File: config.mk
export PLATFORM = sky130hd
export DESIGN_NAME = dither_tri_gen
export DESIGN_NICKNAME = d
export VERILOG_FILES = /design/src/rtl/dither_pkg.sv /design/src/rtl/dither_rate_div.sv /design/src/rtl/dither_tri_seq.sv /design/src/rtl/dither_amp_scale.sv /design/src/rtl/dither_out_prescale.sv /design/src/rtl/dither_tri_gen.sv
export SDC_FILE = /design/constraint.sdc
export NUM_CORES = 1
export LEC_CHECK = 0
export BUFFER_PORTS_ARGS = -buffer_cell sky130_fd_sc_hd__buf_2
export CORE_MARGIN = 1
export CORE_UTILIZATION = 45
export CTS_CLUSTER_SIZE = 12
export DETAILED_ROUTE_END_ITERATION = 7
export GPL_ROUTABILITY_DRIVEN = 0
export GPL_TIMING_DRIVEN = 0
export PLACE_DENSITY = 0.64
export REMOVE_ABC_BUFFERS = 1
export SKIP_CTS_REPAIR_TIMING = 1
export SLEW_MARGIN = 20
export SYNTH_ARGS = -nofsm -noshare
export SYNTH_HDL_FRONTEND = slang
export SYNTH_SLANG_ARGS = --single-unit
File: constraint.sdc
create_clock -name clk -period 4.2 [get_ports clk]
set_clock_uncertainty 0.2 [all_clocks]
set_input_delay 0.63 -clock clk [delete_from_list [all_inputs] [get_ports clk]]
set_output_delay 0.63 -clock clk [all_outputs]
set_load 0.05 [all_outputs]
File: src/rtl/dither_pkg.sv
package dither_pkg;
  typedef enum logic [1:0] {
    AMP_OFF = 2'd0,
    AMP_X1  = 2'd1,
    AMP_X2  = 2'd2,
    AMP_X4  = 2'd3
  } amp_e;
endpackage

File: src/rtl/dither_rate_div.sv
module dither_rate_div #(
  parameter int RATE_BASE_LOG2 = 2,
  localparam int CNT_W = RATE_BASE_LOG2 + 3
) (
  input  logic       clk,
  input  logic       rst,
  input  logic [1:0] rate_sel,
  output logic       tick,
  output logic       step_q
);
  logic [CNT_W-1:0] cnt_q;
  logic [1:0]       rate_q;
  logic [CNT_W:0]   span;
  logic [CNT_W-1:0] last;

  assign span = (CNT_W+1)'(1) << (RATE_BASE_LOG2 + int'(rate_q));
  assign last = CNT_W'(span - (CNT_W+1)'(1));
  assign tick = (cnt_q == last);

  always_ff @(posedge clk) begin
    if (rst) begin
      cnt_q  <= '0;
      rate_q <= rate_sel;
      step_q <= 1'b0;
    end else begin
      step_q <= tick;
      if (tick) begin
        cnt_q  <= '0;
        rate_q <= rate_sel;
      end else begin
        cnt_q <= cnt_q + CNT_W'(1);
      end
    end
  end

  // the divider never runs past the interval of the latched rate
  assert_cnt_in_span_R2: assert property (@(posedge clk) disable iff (rst)
    {1'b0, cnt_q} < span);

  // the latched rate only moves on a step boundary
  assert_rate_hold_R6: assert property (@(posedge clk) disable iff (rst)
    !tick |=> $stable(rate_q));
endmodule

File: src/rtl/dither_tri_seq.sv
module dither_tri_seq #(
  parameter int STEPS = 128,
  localparam int PEAK = STEPS / 4,
  localparam int TRI_W = $clog2(PEAK) + 2
) (
  input  logic                    clk,
  input  logic                    rst,
  input  logic                    tick,
  output logic signed [TRI_W-1:0] tri_nxt,
  output logic signed [TRI_W-1:0] tri_q
);
  localparam logic signed [TRI_W-1:0] TOP_M1 = TRI_W'(PEAK - 1);
  localparam logic signed [TRI_W-1:0] BOT_P1 = -TOP_M1;
  localparam logic signed [TRI_W-1:0] TOP    = TRI_W'(PEAK);
  localparam logic signed [TRI_W-1:0] ONE    = TRI_W'(1);

  logic up_q;
  logic up_nxt;

  always_comb begin
    tri_nxt = tri_q;
    up_nxt  = up_q;
    if (tick) begin
      if (up_q) begin
        tri_nxt = tri_q + ONE;
        up_nxt  = (tri_q != TOP_M1);
      end else begin
        tri_nxt = tri_q - ONE;
        up_nxt  = (tri_q == BOT_P1);
      end
    end
  end

  always_ff @(posedge clk) begin
    if (rst) begin
      tri_q <= '0;
      up_q  <= 1'b1;
    end else begin
      tri_q <= tri_nxt;
      up_q  <= up_nxt;
    end
  end

  // triangle stays within the peaks
  assert_tri_bound_R3: assert property (@(posedge clk) disable iff (rst)
    (tri_q <= TOP) && (tri_q >= -TOP));

  // each step moves the triangle by exactly one
  assert_tri_unit_step_R3: assert property (@(posedge clk) disable iff (rst)
    tick |=> ((tri_q == $past(tri_q) + ONE) || (tri_q == $past(tri_q) - ONE)));

  // no motion between steps
  assert_tri_hold_R6: assert property (@(posedge clk) disable iff (rst)
    !tick |=> $stable(tri_q));
endmodule

File: src/rtl/dither_amp_scale.sv
module dither_amp_scale
  import dither_pkg::*;
#(
  parameter int TRI_W = 7,
  localparam int OFS_W = TRI_W + 2
) (
  input  logic                    clk,
  input  logic                    rst,
  input  logic                    tick,
  input  logic [1:0]              amp_sel,
  input  logic signed [TRI_W-1:0] tri_nxt,
  output logic signed [OFS_W-1:0] offset_q
);
  logic                    [1:0] amp_q;
  logic signed [OFS_W-1:0] ext;
  logic signed [OFS_W-1:0] scaled;

  assign ext = {{2{tri_nxt[TRI_W-1]}}, tri_nxt};

  always_comb begin
    case (amp_e'(amp_sel))
      AMP_X1:  scaled = ext;
      AMP_X2:  scaled = ext <<< 1;
      AMP_X4:  scaled = ext <<< 2;
      default: scaled = '0;
    endcase
  end

  always_ff @(posedge clk) begin
    if (rst) begin
      amp_q    <= 2'd0;
      offset_q <= '0;
    end else if (tick) begin
      amp_q    <= amp_sel;
      offset_q <= scaled;
    end
  end

  // dither off keeps the code at center
  assert_off_center_R5: assert property (@(posedge clk) disable iff (rst)
    (amp_q == 2'd0) |-> (offset_q == '0));

  // code moves only at a step boundary
  assert_offset_hold_R6: assert property (@(posedge clk) disable iff (rst)
    !tick |=> $stable(offset_q));
endmodule

File: src/rtl/dither_out_prescale.sv
module dither_out_prescale #(
  parameter int OUT_DIV_LOG2 = 2
) (
  input  logic clk,
  input  logic rst,
  output logic out_en_q
);
  generate
    if (OUT_DIV_LOG2 == 0) begin : g_pass
      always_ff @(posedge clk) begin
        if (rst) out_en_q <= 1'b0;
        else     out_en_q <= 1'b1;
      end
    end else begin : g_div
      logic [OUT_DIV_LOG2-1:0] cnt_q;
      always_ff @(posedge clk) begin
        if (rst) begin
          cnt_q    <= '0;
          out_en_q <= 1'b0;
        end else begin
          cnt_q    <= cnt_q + OUT_DIV_LOG2'(1);
          out_en_q <= (cnt_q == '1);
        end
      end

      // enable pulses are isolated when dividing
      assert_en_isolated_R8: assert property (@(posedge clk) disable iff (rst)
        out_en_q |=> !out_en_q);
    end
  endgenerate
endmodule

File: src/rtl/dither_tri_gen.sv
module dither_tri_gen #(
  parameter int RATE_BASE_LOG2 = 2,
  parameter int STEPS          = 128,
  parameter int OUT_DIV_LOG2   = 2,
  localparam int PEAK  = STEPS / 4,
  localparam int TRI_W = $clog2(PEAK) + 2,
  localparam int OFS_W = TRI_W + 2
) (
  input  logic                    clk,
  input  logic                    rst,
  input  logic [1:0]              rate_sel,
  input  logic [1:0]              amp_sel,
  output logic signed [OFS_W-1:0] offset_o,
  output logic                    step_o,
  output logic                    out_en_o
);
  logic                    tick;
  logic signed [TRI_W-1:0] tri_nxt;
  logic signed [TRI_W-1:0] tri_q;

  dither_rate_div #(.RATE_BASE_LOG2(RATE_BASE_LOG2)) u_rate (
    .clk(clk), .rst(rst), .rate_sel(rate_sel), .tick(tick), .step_q(step_o)
  );

  dither_tri_seq #(.STEPS(STEPS)) u_seq (
    .clk(clk), .rst(rst), .tick(tick), .tri_nxt(tri_nxt), .tri_q(tri_q)
  );

  dither_amp_scale #(.TRI_W(TRI_W)) u_amp (
    .clk(clk), .rst(rst), .tick(tick), .amp_sel(amp_sel),
    .tri_nxt(tri_nxt), .offset_q(offset_o)
  );

  dither_out_prescale #(.OUT_DIV_LOG2(OUT_DIV_LOG2)) u_out (
    .clk(clk), .rst(rst), .out_en_q(out_en_o)
  );

  // strobe is one cycle wide (intervals are at least four cycles)
  assert_strobe_single_R7: assert property (@(posedge clk) disable iff (rst)
    step_o |=> !step_o);

  // the code changes only in a strobe cycle
  assert_offset_with_strobe_R7: assert property (@(posedge clk) disable iff (rst)
    !step_o |-> $stable(offset_o));
endmodule

==> results of run 1 <==
power by group through the flow:
stage / combinational, mW / sequential [mW] / clock (mW)
detailed placement: 0.0349 / 0.288 / 0
global placement: 0.0335 / 0.288 / 0
CTS: 0.0353 / 0.282 / 0.118
global route: 0.0402 / 0.283 / 0.128
floorplan: 0.0172 / 0.292 / 0
finish: 0.0355 / 0.282 / 0.114
cell type report:
class | count | area, sq um | area share
multi-input combinational | 118 | 782 | 0.506
sequential | 28 | 581 | 0.376
timing repair buffer | 16 | 80.1 | 0.0519
tap | 42 | 52.6 | 0.0340
clock buffer | 4 | 26.3 | 0.0170
inverter | 6 | 22.5 | 0.0146
cells in the mapped netlist (4+ instances only):
cell type / count
sky130_fd_sc_hd__inv_1: 6
sky130_fd_sc_hd__nor2_1: 18
sky130_fd_sc_hd__nand3_1: 8
sky130_fd_sc_hd__a21oi_1: 12
sky130_fd_sc_hd__nand2_1: 12
sky130_fd_sc_hd__nand4_1: 4
sky130_fd_sc_hd__xnor2_1: 8
sky130_fd_sc_hd__dfxtp_1: 26
sky130_fd_sc_hd__ha_1: 8
sky130_fd_sc_hd__nor2b_1: 4
sky130_fd_sc_hd__nor3_1: 5
sky130_fd_sc_hd__clkbuf_1: 5
path summary, 6_finish.rpt:
path | cells after the start | endpoint | slack (ps)
max | 7 | u_amp.offset_q[3] | 1480
min | 1 | u_out.g_div.cnt_q[0] | 240
max reg2reg | 7 | u_amp.offset_q[3] | 1480
min reg2reg | 1 | u_out.g_div.cnt_q[0] | 240
cells by family (layout without fill, tap and decap cells):
group	Yosys count	count (layout)
simple gates	62	62
compound gates	34	34
flops	28	28
buf+inv	13	26
xor+xnor	11	11
fa+ha+maj	9	9
mux	2	2
worst max-delay path, cell delays in order (launching register included):
cell and delay [ps]:
sky130_fd_sc_hd__dfxtp_1 410, sky130_fd_sc_hd__ha_1 260, sky130_fd_sc_hd__or4b_1 490, sky130_fd_sc_hd__a211oi_2 250, sky130_fd_sc_hd__a31o_2 370, sky130_fd_sc_hd__mux2_2 390
sky130_fd_sc_hd__o2111ai_1 160, sky130_fd_sc_hd__o21ai_0 100
flip-flops by register name (all words and copies together), names as in the netlist:
| signal | cells |
|---|---|
| u_amp.offset_q | 9 |
| u_seq.tri_q | 7 |
| u_rate.cnt_q | 5 |
| u_out.g_div.cnt_q | 2 |
| u_rate.rate_q | 2 |
| u_out.out_en_q | 1 |
| u_rate.step_q | 1 |
| u_seq.up_q | 1 |
per-stage QoR:
step	hold slack (ps)	total power [mW]	utilization
after floorplan	195	0.309	-
after global placement	208	0.321	0.525
after detailed placement	227	0.323	0.528
after CTS	247	0.436	0.537
after global routing	247	0.451	0.537
final	237	0.432	0.537
per-layer routing:
metal | part of all wire | up-vias | routed length (um)
met2 | 0.46 | 18 | 1290
li1 | - | 596 | -
met1 | 0.50 | 552 | 1430
met4 | 0.0060 | 0 | 17
met3 | 0.032 | 2 | 91
met5 | 0 | - | 0
==> Implementation_results.wiki, run 1 <==
{| class="wikitable"
! Metric !! Value
|-
| I/O pin cnt || 17
|-
| Share of final-layout standard cells stronger than drive strength 1 || 0.145
|-
| Crit path from || u_rate.cnt_q[0]
|-
| Part of the cycle the worst path needs || 0.648
|-
| Met3 track demand over resource in global routing || 0.0424
|-
| Chip Height || 58.1 um
|-
| Total length of routed wires || 2820 um
|-
| Dpl hpwl || 2030 um
|-
| Maximum number of pins on one net before global-route repair || 23
|-
| Top cells by area, synth || sky130_fd_sc_hd__dfxtp_1, sky130_fd_sc_hd__ha_1, sky130_fd_sc_hd__xnor2_1
|-
| Vias in the first global route || 1157
|-
| Headroom to the max-slew limit || 0.438
|-
| Post-synthesis cell area || 0.00141 sq mm
|-
| Area fraction in compound gates after synthesis || 0.164
|-
| Violated checks || design-rule violations
|-
| Fraction of synthesized area in multiplexers || 0.0159
|-
| First-pass GRT wire length || 5180 um
|-
| Leading cell types in the layout, fill and taps excluded || sky130_fd_sc_hd__dfxtp_1, sky130_fd_sc_hd__nor2_1, sky130_fd_sc_hd__buf_2, sky130_fd_sc_hd__a21oi_1, sky130_fd_sc_hd__nand2_1
|-
| Antenna violations before repair || 0
|-
| Static Leakage || 0.626 nW
|-
| Antenna cell count || 0
|-
| Switching power of the nets || 106 uW
|-
| Required time of the worst setup path || 4230 ps
|-
| All-layer global routing usage || 0.195
|-
| CTS sink cnt || 28
|-
| Clock insertion delay at the later pin of the skew report || 330 ps
|-
| Largest family of logic cells by synthesized area || simple AND/OR/NAND/NOR gates
|-
| Post-layout instance count excluding filler cells || 214
|-
| Area enclosed by the die boundary || 0.00337 sq mm
|-
| Final worst-path setup slack || 1480 ps
|-
| Xor-xnor portion of the synthesized cell area || 0.0681
|-
| Number of buffers inserted during clock tree synthesis || 3
|-
| Placeable core area || 0.00288 sq mm
|-
| Synthesized-area fraction occupied by adder cells || 0.0850
|-
| Launch instance of the worst min-delay path || u_out.g_div.cnt_q[0]
|-
| Clock transition at path regs || 150 ps
|-
| Critical setup path kind || reg -> reg
|-
| Final Cell Area || 0.00154 sq mm
|-
| Total of buffers placed on input and output ports || 16
|-
| Synthesis Warnings || 0
|-
| Final hold viol count || 0
|-
| Flop pwr share || 0.654
|-
| Standard-cell row count || 19
|-
| Max Clock Freq || 0.367 GHz
|-
| Setup repair after global routing missed its margin || no
|-
| Met2 usage || 0.312
|-
| Top Usage Layer GRT || met2
|-
| Class of the tightest hold or removal check || reg -> reg
|-
| Iter 0 DRT Violations || 45
|-
| Final-layout fill cell count || 264
|-
| Worst Max-Slew Pin Slew || 840 ps
|-
| Largest fanout on the critical path || 16
|-
| Most common library cell in the layout ignoring fill and taps || sky130_fd_sc_hd__dfxtp_1
|-
| GRT overflow || 0
|-
| Portion of the post-synthesis area used by sequential elements || 0.411
|-
| CP endpoint kind || register
|-
| Via count || 1168
|-
| Areal power density over the cells || 280 mW/mm^2
|-
| Pre-CTS worst setup slack || 1470 ps
|-
| Cell area after placement || 0.00152 sq mm
|-
| Root Buffer || sky130_fd_sc_hd__clkbuf_4
|-
| Flip-flop and latch count after synthesis || 28
|-
| Total instance count after detailed placement || 210
|-
| DRT antenna net count || 0
|-
| Internal power component || 326 uW
|-
| Fraction of synthesized cell area taken by the top area cell type || 0.368
|-
| Max-capacitance violation count || 0
|-
| Maximum VDD drop || 0.252 mV
|-
| H-Tree Level Count || 1
|-
| Netlist cell types || 38
|-
| Number of pins exceeding their max-slew limit in the final report || 0
|-
| Cells after synthesis || 159
|-
| Count of flip-flops with a built-in enable after synthesis || 2
|-
| Synth Area in Simple Gates || 0.216
|-
| Layout overhead on the synthesized area || 9.20%
|-
| Initial Utilization || 0.492
|-
| Number of endpoints failing setup at the final stage || 0
|-
| Portion of total power attributed to the clock network || 0.264
|-
| Switching fraction of total power || 0.246
|-
| Max Root-Sink Buffers || 2
|-
| Leading area contributor after synthesis || sky130_fd_sc_hd__dfxtp_1
|-
| Combinational Power Share || 0.082
|-
| Final critical delay including setup and external delays || 2720 ps
|-
| Grt met1 use || 0.267
|-
| DR pass1 iterations || 6
|-
| Async set or reset register ratio after synthesis || 0
|-
| DR DRC count || 2
|-
| Number of nets in the final layout || 188
|-
| Die width || 58.1 um
|-
| Setup TNS || 0 ps
|-
| Final routed wire length divided by cell count || 13.2 um
|-
| Clock tree from TritonCTS || built
|-
| Data arrival time of the worst path || 2750 ps
|-
| Run status || finished with violations
|-
| Ys flop type || sky130_fd_sc_hd__dfxtp_1
|-
| R2r startpoint || u_rate.cnt_q[0]
|-
| Avg Inst Size Synth || 8.89 sq um
|-
| Vias/cell || 5.46
|-
| Critical path launch point type || register
|}
Note: power is estimated with default switching activity, not from simulation.
==> inputs of run 2 (changes only) <==
--- a/config.mk
+++ b/config.mk
@@ -5,6 +5,7 @@
 export SDC_FILE = /design/constraint.sdc
 export NUM_CORES = 1
 export LEC_CHECK = 0
+export ABC_AREA = 1
 export BUFFER_PORTS_ARGS = -buffer_cell sky130_fd_sc_hd__buf_2
 export CORE_MARGIN = 1
 export CORE_UTILIZATION = 45
@@ -12,7 +13,7 @@
 export DETAILED_ROUTE_END_ITERATION = 7
 export GPL_ROUTABILITY_DRIVEN = 0
 export GPL_TIMING_DRIVEN = 0
-export PLACE_DENSITY = 0.64
+export PLACE_DENSITY = 0.66
 export REMOVE_ABC_BUFFERS = 1
 export SKIP_CTS_REPAIR_TIMING = 1
 export SLEW_MARGIN = 20
==> constraint.sdc (replaced) <==
create_clock -name clk -period 2.4 [get_ports clk]
set_clock_uncertainty 0.2 [all_clocks]
set_input_delay 0.36 -clock clk [delete_from_list [all_inputs] [get_ports clk]]
set_output_delay 0.36 -clock clk [all_outputs]
set_load 0.05 [all_outputs]
==> Implementation_results.wiki, run 2 <==
{| class="wikitable"
! Metric !! Value
|-
| Run status || finished, final reports clean (was finished with violations)
|-
| Maximum VDD drop || 0.263 mV (was 0.252 mV)
|-
| I/O pin cnt || 17 (unchanged)
|-
| Synthesis Warnings || 0 (unchanged)
|-
| GRT overflow || 0 (unchanged)
|-
| Most common library cell in the layout ignoring fill and taps || sky130_fd_sc_hd__nand2_1 (was sky130_fd_sc_hd__dfxtp_1)
|-
| Async set or reset register ratio after synthesis || 0 (unchanged)
|-
| Root Buffer || sky130_fd_sc_hd__clkbuf_4 (unchanged)
|-
| Initial Utilization || 0.469 (was 0.492)
|-
| Headroom to the max-slew limit || 0.632 (was 0.438)
|-
| Avg Inst Size Synth || 7.18 sq um (was 8.89 sq um)
|-
| Worst path cell trace || inv_1 -> fa_1 -> nand2_1 -> nand2_1 -> xnor2_1 -> nand2_1 -> nand3_1 -> nand3_1 -> nand2_1 -> nand2_1 (was ha_1 -> or4b_1 -> a211oi_2 -> a31o_2 -> mux2_2 -> o2111ai_1 -> o21ai_0)
|-
| Total length of routed wires || 2800 um (was 2820 um)
|-
| Vias/cell || 4.59 (was 5.46)
|-
| Category of cells accounting for the largest share of critical-path delay || simple AND/OR/NAND/NOR gates (was compound AO/OA/AOI/OAI gates)
|-
| Leading cell types by count after synthesis || sky130_fd_sc_hd__nand2_1, sky130_fd_sc_hd__inv_1, sky130_fd_sc_hd__dfxtp_1 (was sky130_fd_sc_hd__dfxtp_1, sky130_fd_sc_hd__nor2_1, sky130_fd_sc_hd__a21oi_1, sky130_fd_sc_hd__nand2_1)
|-
| Reg-to-reg critical path endpoint || u_amp.offset_q[6] (was u_amp.offset_q[3])
|-
| Flip-flop and latch count after synthesis || 28 (unchanged)
|-
| Antenna cell count || 0 (unchanged)
|-
| Critical path launch point type || register (unchanged)
|-
| Max Root-Sink Buffers || 2 (unchanged)
|-
| Most common cell on crit path || sky130_fd_sc_hd__nand2_1
|-
| Vias in the first global route || 1140 (was 1157)
|-
| Seq. cell area || 581 sq um (unchanged)
|-
| Part of the cycle the worst path needs || 0.854 (was 0.648)
|-
| Clock insertion delay at the later pin of the skew report || 320 ps (was 330 ps)
|-
| Total of buffers placed on input and output ports || 16 (unchanged)
|-
| Final Total Pwr || 744 uW (was 432 uW)
|-
| Fraction of synthesized cell area taken by the top area cell type || 0.333 (was 0.368)
|-
| DR DRC count || 0 (was 2)
|-
| Met3 routed WL || 77 um (was 91 um)
|-
| Via count || 1304 (was 1168)
|-
| Max reg flops || 9 (unchanged)
|-
| Post-synthesis cell area || 0.00157 sq mm (was 0.00141 sq mm)
|-
| DR pass1 iterations || 4 (was 6)
|-
| Destination of the worst hold path || u_out.g_div.cnt_q[0] (unchanged)
|-
| Metal1 wirelength || 1430 um (about the same)
|-
| WP buf/inv || 1 (was 0)
|-
| Number of cells on the worst reg-to-reg path || 10 (was 7)
|-
| Iter 0 DRT Violations || 22 (was 45)
|-
| Maximum number of pins on one net before global-route repair || 16 (was 23)
|-
| Final routed wire length divided by cell count || 9.87 um (was 13.2 um)
|-
| Cells after synthesis || 218 (was 159)
|-
| CTS sink cnt || 28 (unchanged)
|-
| R2r startpoint || u_seq.up_q (was u_rate.cnt_q[0])
|-
| Critical setup path kind || reg -> reg (unchanged)
|-
| Netlist cell types || 28 (was 38)
|-
| Antenna violations before repair || 0 (unchanged)
|-
| Required time of the worst setup path || 2440 ps (was 4230 ps)
|-
| Data arrival time of the worst path || 2090 ps (was 2750 ps)
|-
| Count of flip-flops with a built-in enable after synthesis || 2 (unchanged)
|-
| Number of nets in the final layout || 254 (was 188)
|-
| Count leader, synth || sky130_fd_sc_hd__nand2_1 (was sky130_fd_sc_hd__dfxtp_1)
|-
| Setup repair after global routing missed its margin || no (unchanged)
|-
| First-pass GRT wire length || 4740 um (was 5180 um)
|-
| Final-layout fill cell count || 343 (was 264)
|-
| Clock tree from TritonCTS || built (unchanged)
|-
| H-Tree Level Count || 1 (unchanged)
|-
| Max stage delay on crit path || 460 ps (was 490 ps)
|-
| Final hold viol count || 0 (unchanged)
|-
| Leading area contributor after synthesis || sky130_fd_sc_hd__dfxtp_1 (unchanged)
|-
| Top cells by area, synth || sky130_fd_sc_hd__dfxtp_1, sky130_fd_sc_hd__nand2_1, sky130_fd_sc_hd__inv_1 (was sky130_fd_sc_hd__dfxtp_1, sky130_fd_sc_hd__ha_1, sky130_fd_sc_hd__xnor2_1)
|-
| Leading cell types in the layout, fill and taps excluded || sky130_fd_sc_hd__nand2_1, sky130_fd_sc_hd__inv_1, sky130_fd_sc_hd__dfxtp_1, sky130_fd_sc_hd__nand3_1, sky130_fd_sc_hd__nor2_1 (was sky130_fd_sc_hd__dfxtp_1, sky130_fd_sc_hd__nor2_1, sky130_fd_sc_hd__buf_2, sky130_fd_sc_hd__a21oi_1, sky130_fd_sc_hd__nand2_1)
|-
| Portion of the post-synthesis area used by sequential elements || 0.371 (was 0.411)
|-
| Number of pins exceeding their max-slew limit in the final report || 0 (unchanged)
|-
| Ys flop type || sky130_fd_sc_hd__dfxtp_1 (unchanged)
|-
| Top Metal Used || met4 (unchanged)
|-
| Slowest cell on the critical path || sky130_fd_sc_hd__fa_1 (was sky130_fd_sc_hd__or4b_1)
|-
| Share of final-layout standard cells stronger than drive strength 1 || 0.130 (was 0.145)
|-
| Dpl hpwl || 2180 um (was 2030 um)
|-
| Number of buffers inserted during clock tree synthesis || 3 (unchanged)
|-
| Die width || 61.0 um (was 58.1 um)
|-
| Register-to-register path setup slack || 350 ps (was 1480 ps)
|-
| Final worst hold slack || 172 ps (was 237 ps)
|-
| Placeable core area || 0.00334 sq mm (was 0.00288 sq mm)
|-
| Areal power density over the cells || 431 mW/mm^2 (was 280 mW/mm^2)
|-
| DRT antenna net count || 0 (unchanged)
|-
| Class of the tightest hold or removal check || in -> reg (was reg -> reg)
|-
| Number of endpoints failing setup at the final stage || 0 (unchanged)
|-
| Area enclosed by the die boundary || 0.00372 sq mm (was 0.00337 sq mm)
|-
| CP endpoint kind || register (unchanged)
|-
| Chip Height || 61.0 um (was 58.1 um)
|-
| Clock transition at path regs || 140 ps (was 150 ps)
|-
| Worst Max-Slew Pin Slew || 550 ps (was 840 ps)
|-
| Setup TNS || 0 ps (unchanged)
|-
| Launch instance of the worst min-delay path || rst (was u_out.g_div.cnt_q[0])
|-
| Worst hold stages || 2 (was 1)
|-
| Max-capacitance violation count || 0 (unchanged)
|-
| Area of the multi-input gates || 837 sq um (was 782 sq um)
|-
| Max Clock Freq || 0.488 GHz (was 0.367 GHz)
|-
| Biggest regs || u_amp.offset_q: 9 flops, u_seq.tri_q: 7 flops, u_rate.cnt_q: 5 flops (unchanged)
|-
| Standard-cell row count || 21 (was 19)
|-
| Largest register by flop count || u_amp.offset_q (unchanged)
|-
| All-layer global routing usage || 0.174 (was 0.195)
|-
| Layout overhead on the synthesized area || 10.2% (was 9.20%)
|-
| Largest fanout on the critical path || 7 (was 16)
|-
| Final critical delay including setup and external delays || 2050 ps (was 2720 ps)
|-
| Static Leakage || 0.889 nW (was 0.626 nW)
|-
| Met2 Routed Length || 1250 um (was 1290 um)
|}
## run 2: worst max path at each step
| stage | end | from | slack, ps | cells past startpoint |
|---|---|---|---|---|
| after floorplan | u_amp.offset_q[4] | u_seq.up_q | 640 | 12 |
| after global placement | u_amp.offset_q[4] | u_seq.up_q | 370 | 10 |
| after detailed placement | u_amp.offset_q[4] | u_seq.up_q | 390 | 10 |
| after CTS | u_amp.offset_q[4] | u_seq.up_q | 350 | 10 |
| after global routing | u_amp.offset_q[6] | u_seq.up_q | 130 | 12 |
| final | u_amp.offset_q[6] | u_seq.up_q | 350 | 10 |
## run 2: cells by family after synthesis
logic type | after synthesis | synth area share
AND/OR/NAND/NOR | 129 | 0.377
AO/OA/AOI/OAI | 12 | 0.0528
flip-flops | 28 | 0.371
adder cells (fa/ha/maj) | 9 | 0.0767
XOR/XNOR | 5 | 0.0280
buffers and inverters | 35 | 0.0943
## run 2: cell type report
cell class	instances	share of cell area
multi-input cells	155	0.485
flip-flops and latches	28	0.336
inverters	33	0.0718
repair buffers	18	0.0580
well taps	46	0.0334
clock buffers	3	0.0131
clock inverters	1	0.00218
## run 2: power by group
group	total (mW)	internal, mW	switching, mW
Clock	0.191	0.0610	0.129
Sequential	0.491	0.482	0.00911
Combinational	0.0619	0.0214	0.0406
## run 2: per-stage QoR
step / area, sq um / setup WS (ps) / instances / utilization
global placement: 1680 / 374 / 278 / 0.503
floorplan: 1540 / 637 / 216 / -
detailed placement: 1680 / 389 / 278 / 0.503
finish: 1730 / 351 / 284 / 0.517
global route: 1730 / 131 / 284 / 0.517
CTS: 1710 / 346 / 282 / 0.511
## run 2: layer usage
layer / GRT usage / up-vias
li1: - / 721
met1: 0.227 / 561
met2: 0.286 / 17
met3: 0.0320 / 5
met4: 0.0682 / 0
met5: 0 / -
==> inputs of run 3 (changes only) <==
--- a/config.mk
+++ b/config.mk
@@ -13,7 +13,7 @@
 export DETAILED_ROUTE_END_ITERATION = 7
 export GPL_ROUTABILITY_DRIVEN = 0
 export GPL_TIMING_DRIVEN = 0
-export PLACE_DENSITY = 0.66
+export PLACE_DENSITY = 0.73
 export REMOVE_ABC_BUFFERS = 1
 export SKIP_CTS_REPAIR_TIMING = 1
 export SLEW_MARGIN = 20
==> Implementation_results.wiki, run 3 (same netlist as run 2, synthesis figures left out) <==
{| class="wikitable"
! Metric !! Value
|-
| Max Root-Sink Buffers || 2 (unchanged)
|-
| Stages on the worst setup path || 8 (was 10)
|-
| All-layer global routing usage || 0.168 (was 0.174)
|-
| Antenna violations before repair || 0 (unchanged)
|-
| Setup TNS || 0 ps (unchanged)
|-
| DRT antenna net count || 0 (unchanged)
|-
| Dpl hpwl || 2210 um (was 2180 um)
|-
| Worst path cell trace || ha_1 -> nand3_1 -> a21oi_4 -> nand2_1 -> nand3_1 -> nand3_1 -> nand2_1 -> nand2_1 (was inv_1 -> fa_1 -> nand2_1 -> nand2_1 -> xnor2_1 -> nand2_1 -> nand3_1 -> nand3_1 -> nand2_1 -> nand2_1)
|-
| GRT overflow || 0 (unchanged)
|-
| Run status || finished, final reports clean (unchanged)
|-
| Biggest regs || u_amp.offset_q: 9 flops, u_seq.tri_q: 7 flops, u_rate.cnt_q: 5 flops (unchanged)
|-
| Final hold viol count || 0 (unchanged)
|-
| Data arrival time of the worst path || 2060 ps (was 2090 ps)
|-
| Antenna cell count || 0 (unchanged)
|-
| DR pass1 iterations || 4 (unchanged)
|-
| Max stage delay on crit path || 480 ps (was 460 ps)
|-
| First-pass GRT wire length || 4640 um (was 4740 um)
|-
| Headroom to the max-slew limit || 0.623 (was 0.632)
|-
| Number of pins exceeding their max-slew limit in the final report || 0 (unchanged)
|-
| Largest fanout on the critical path || 11 (was 7)
|-
| Final critical delay including setup and external delays || 2020 ps (was 2050 ps)
|-
| Area of the multi-input gates || 837 sq um (unchanged)
|-
| Total instance count after detailed placement || 278 (unchanged)
|-
| Class of the tightest hold or removal check || in -> reg (unchanged)
|-
| Number of endpoints failing setup at the final stage || 0 (unchanged)
|-
| Seq. cell area || 581 sq um (unchanged)
|-
| Setup repair after global routing missed its margin || no (unchanged)
|-
| Final-layout fill cell count || 345 (was 343)
|-
| CP endpoint kind || register (unchanged)
|-
| Critical setup path kind || reg -> reg (unchanged)
|-
| Maximum VDD drop || 0.344 mV (was 0.263 mV)
|-
| CTS sink cnt || 28 (unchanged)
|-
| Number of nets in the final layout || 254 (unchanged)
|-
| Maximum number of pins on one net before global-route repair || 16 (unchanged)
|-
| Final routed wire length divided by cell count || 9.92 um (was 9.87 um)
|-
| I/O pin cnt || 17 (unchanged)
|-
| Iter 0 DRT Violations || 56 (was 22)
|-
| Clock transition at path regs || 140 ps (about the same)
|-
| Leading cell types in the layout, fill and taps excluded || sky130_fd_sc_hd__nand2_1, sky130_fd_sc_hd__inv_1, sky130_fd_sc_hd__dfxtp_1, sky130_fd_sc_hd__nand3_1, sky130_fd_sc_hd__nor2_1 (unchanged)
|-
| Worst Max-Slew Pin Slew || 564 ps (was 550 ps)
|-
| Category of cells accounting for the largest share of critical-path delay || simple AND/OR/NAND/NOR gates (unchanged)
|-
| Vias in the first global route || 1115 (was 1140)
|-
| Final worst-path setup slack || 380 ps (was 351 ps)
|-
| Largest register by flop count || u_amp.offset_q (unchanged)
|-
| Post-layout instance count excluding filler cells || 284 (unchanged)
|-
| Area enclosed by the die boundary || 0.00372 sq mm (unchanged)
|-
| Standard-cell row count || 21 (unchanged)
|-
| Register-to-register path setup slack || 380 ps (was 350 ps)
|-
| DR DRC count || 0 (unchanged)
|-
| H-Tree Level Count || 1 (unchanged)
|-
| Areal power density over the cells || 435 mW/mm^2 (was 431 mW/mm^2)
|-
| Part of the cycle the worst path needs || 0.842 (was 0.854)
|-
| Max Clock Freq || 0.495 GHz (was 0.488 GHz)
|-
| Max reg flops || 9 (unchanged)
|-
| Max-capacitance violation count || 0 (unchanged)
|-
| Layout overhead on the synthesized area || 10.2% (unchanged)
|-
| Initial Utilization || 0.469 (unchanged)
|-
| Slowest cell on the critical path || sky130_fd_sc_hd__a21oi_4 (was sky130_fd_sc_hd__fa_1)
|-
| Clock insertion delay at the later pin of the skew report || 320 ps (about the same)
|-
| Pre-CTS worst setup slack || 388 ps (was 389 ps)
|-
| Clock tree from TritonCTS || built (unchanged)
|-
| Total of buffers placed on input and output ports || 16 (unchanged)
|-
| WP buf/inv || 0 (was 1)
|-
| Vias/cell || 4.75 (was 4.59)
|-
| Critical path launch point type || register (unchanged)
|-
| Required time of the worst setup path || 2440 ps (about the same)
|-
| Worst hold stages || 2 (unchanged)
|-
| Die width || 61.0 um (unchanged)
|-
| Cell area after placement || 0.00168 sq mm (unchanged)
|-
| Placeable core area || 0.00334 sq mm (unchanged)
|-
| Chip Height || 61.0 um (unchanged)
|-
| Number of buffers inserted during clock tree synthesis || 3 (unchanged)
|-
| Final Cell Area || 0.00173 sq mm (unchanged)
|-
| Root Buffer || sky130_fd_sc_hd__clkbuf_4 (unchanged)
|-
| Share of final-layout standard cells stronger than drive strength 1 || 0.130 (unchanged)
|-
| Total length of routed wires || 2820 um (was 2800 um)
|-
| Most common library cell in the layout ignoring fill and taps || sky130_fd_sc_hd__nand2_1 (unchanged)
|-
| Static Leakage || 0.888 nW (was 0.889 nW)
|-
| Via count || 1349 (was 1304)
|-
| Number of cells on the worst reg-to-reg path || 8 (was 10)
|}
-- run 3: final timing paths --
check,startpoint,end
worst max-delay path,u_rate.cnt_q[0],u_amp.offset_q[5]
worst min-delay path,rst,u_out.g_div.cnt_q[0]
worst max register to register,u_rate.cnt_q[0],u_amp.offset_q[5]
worst min register to register,u_out.g_div.cnt_q[0],u_out.g_div.cnt_q[0]
-- run 3: power breakdown --
group | internal (mW) | leakage [nW] | switching (mW) | total, mW
Combinational | 0.0213 | 0.643 | 0.0405 | 0.0618
Clock | 0.0652 | 0.0150 | 0.132 | 0.197
Sequential | 0.482 | 0.230 | 0.00911 | 0.491
-- run 3: area by class of cell --
class | count | share of cell area
clock buffers | 4 | 0.0152
well taps | 46 | 0.0334
inverters | 33 | 0.0718
multi-input cells | 155 | 0.485
flip-flops and latches | 28 | 0.336
repair buffers | 18 | 0.0580
-- run 3: metal layers --
layer	routed length [um]	track usage	vias up
li1	-	-	729
met1	1390	0.216	592
met2	1280	0.284	26
met3	133	0.0490	2
met4	10	0.0292	0
met5	0	0	-
-- run 3: metrics by stage --
stage	power [mW]	util	hold WS, ps
after global routing	0.783	0.517	183
after floorplan	0.542	-	195
after detailed placement	0.561	0.503	218
after global placement	0.560	0.503	216
after CTS	0.756	0.511	-7.10
final	0.750	0.517	165
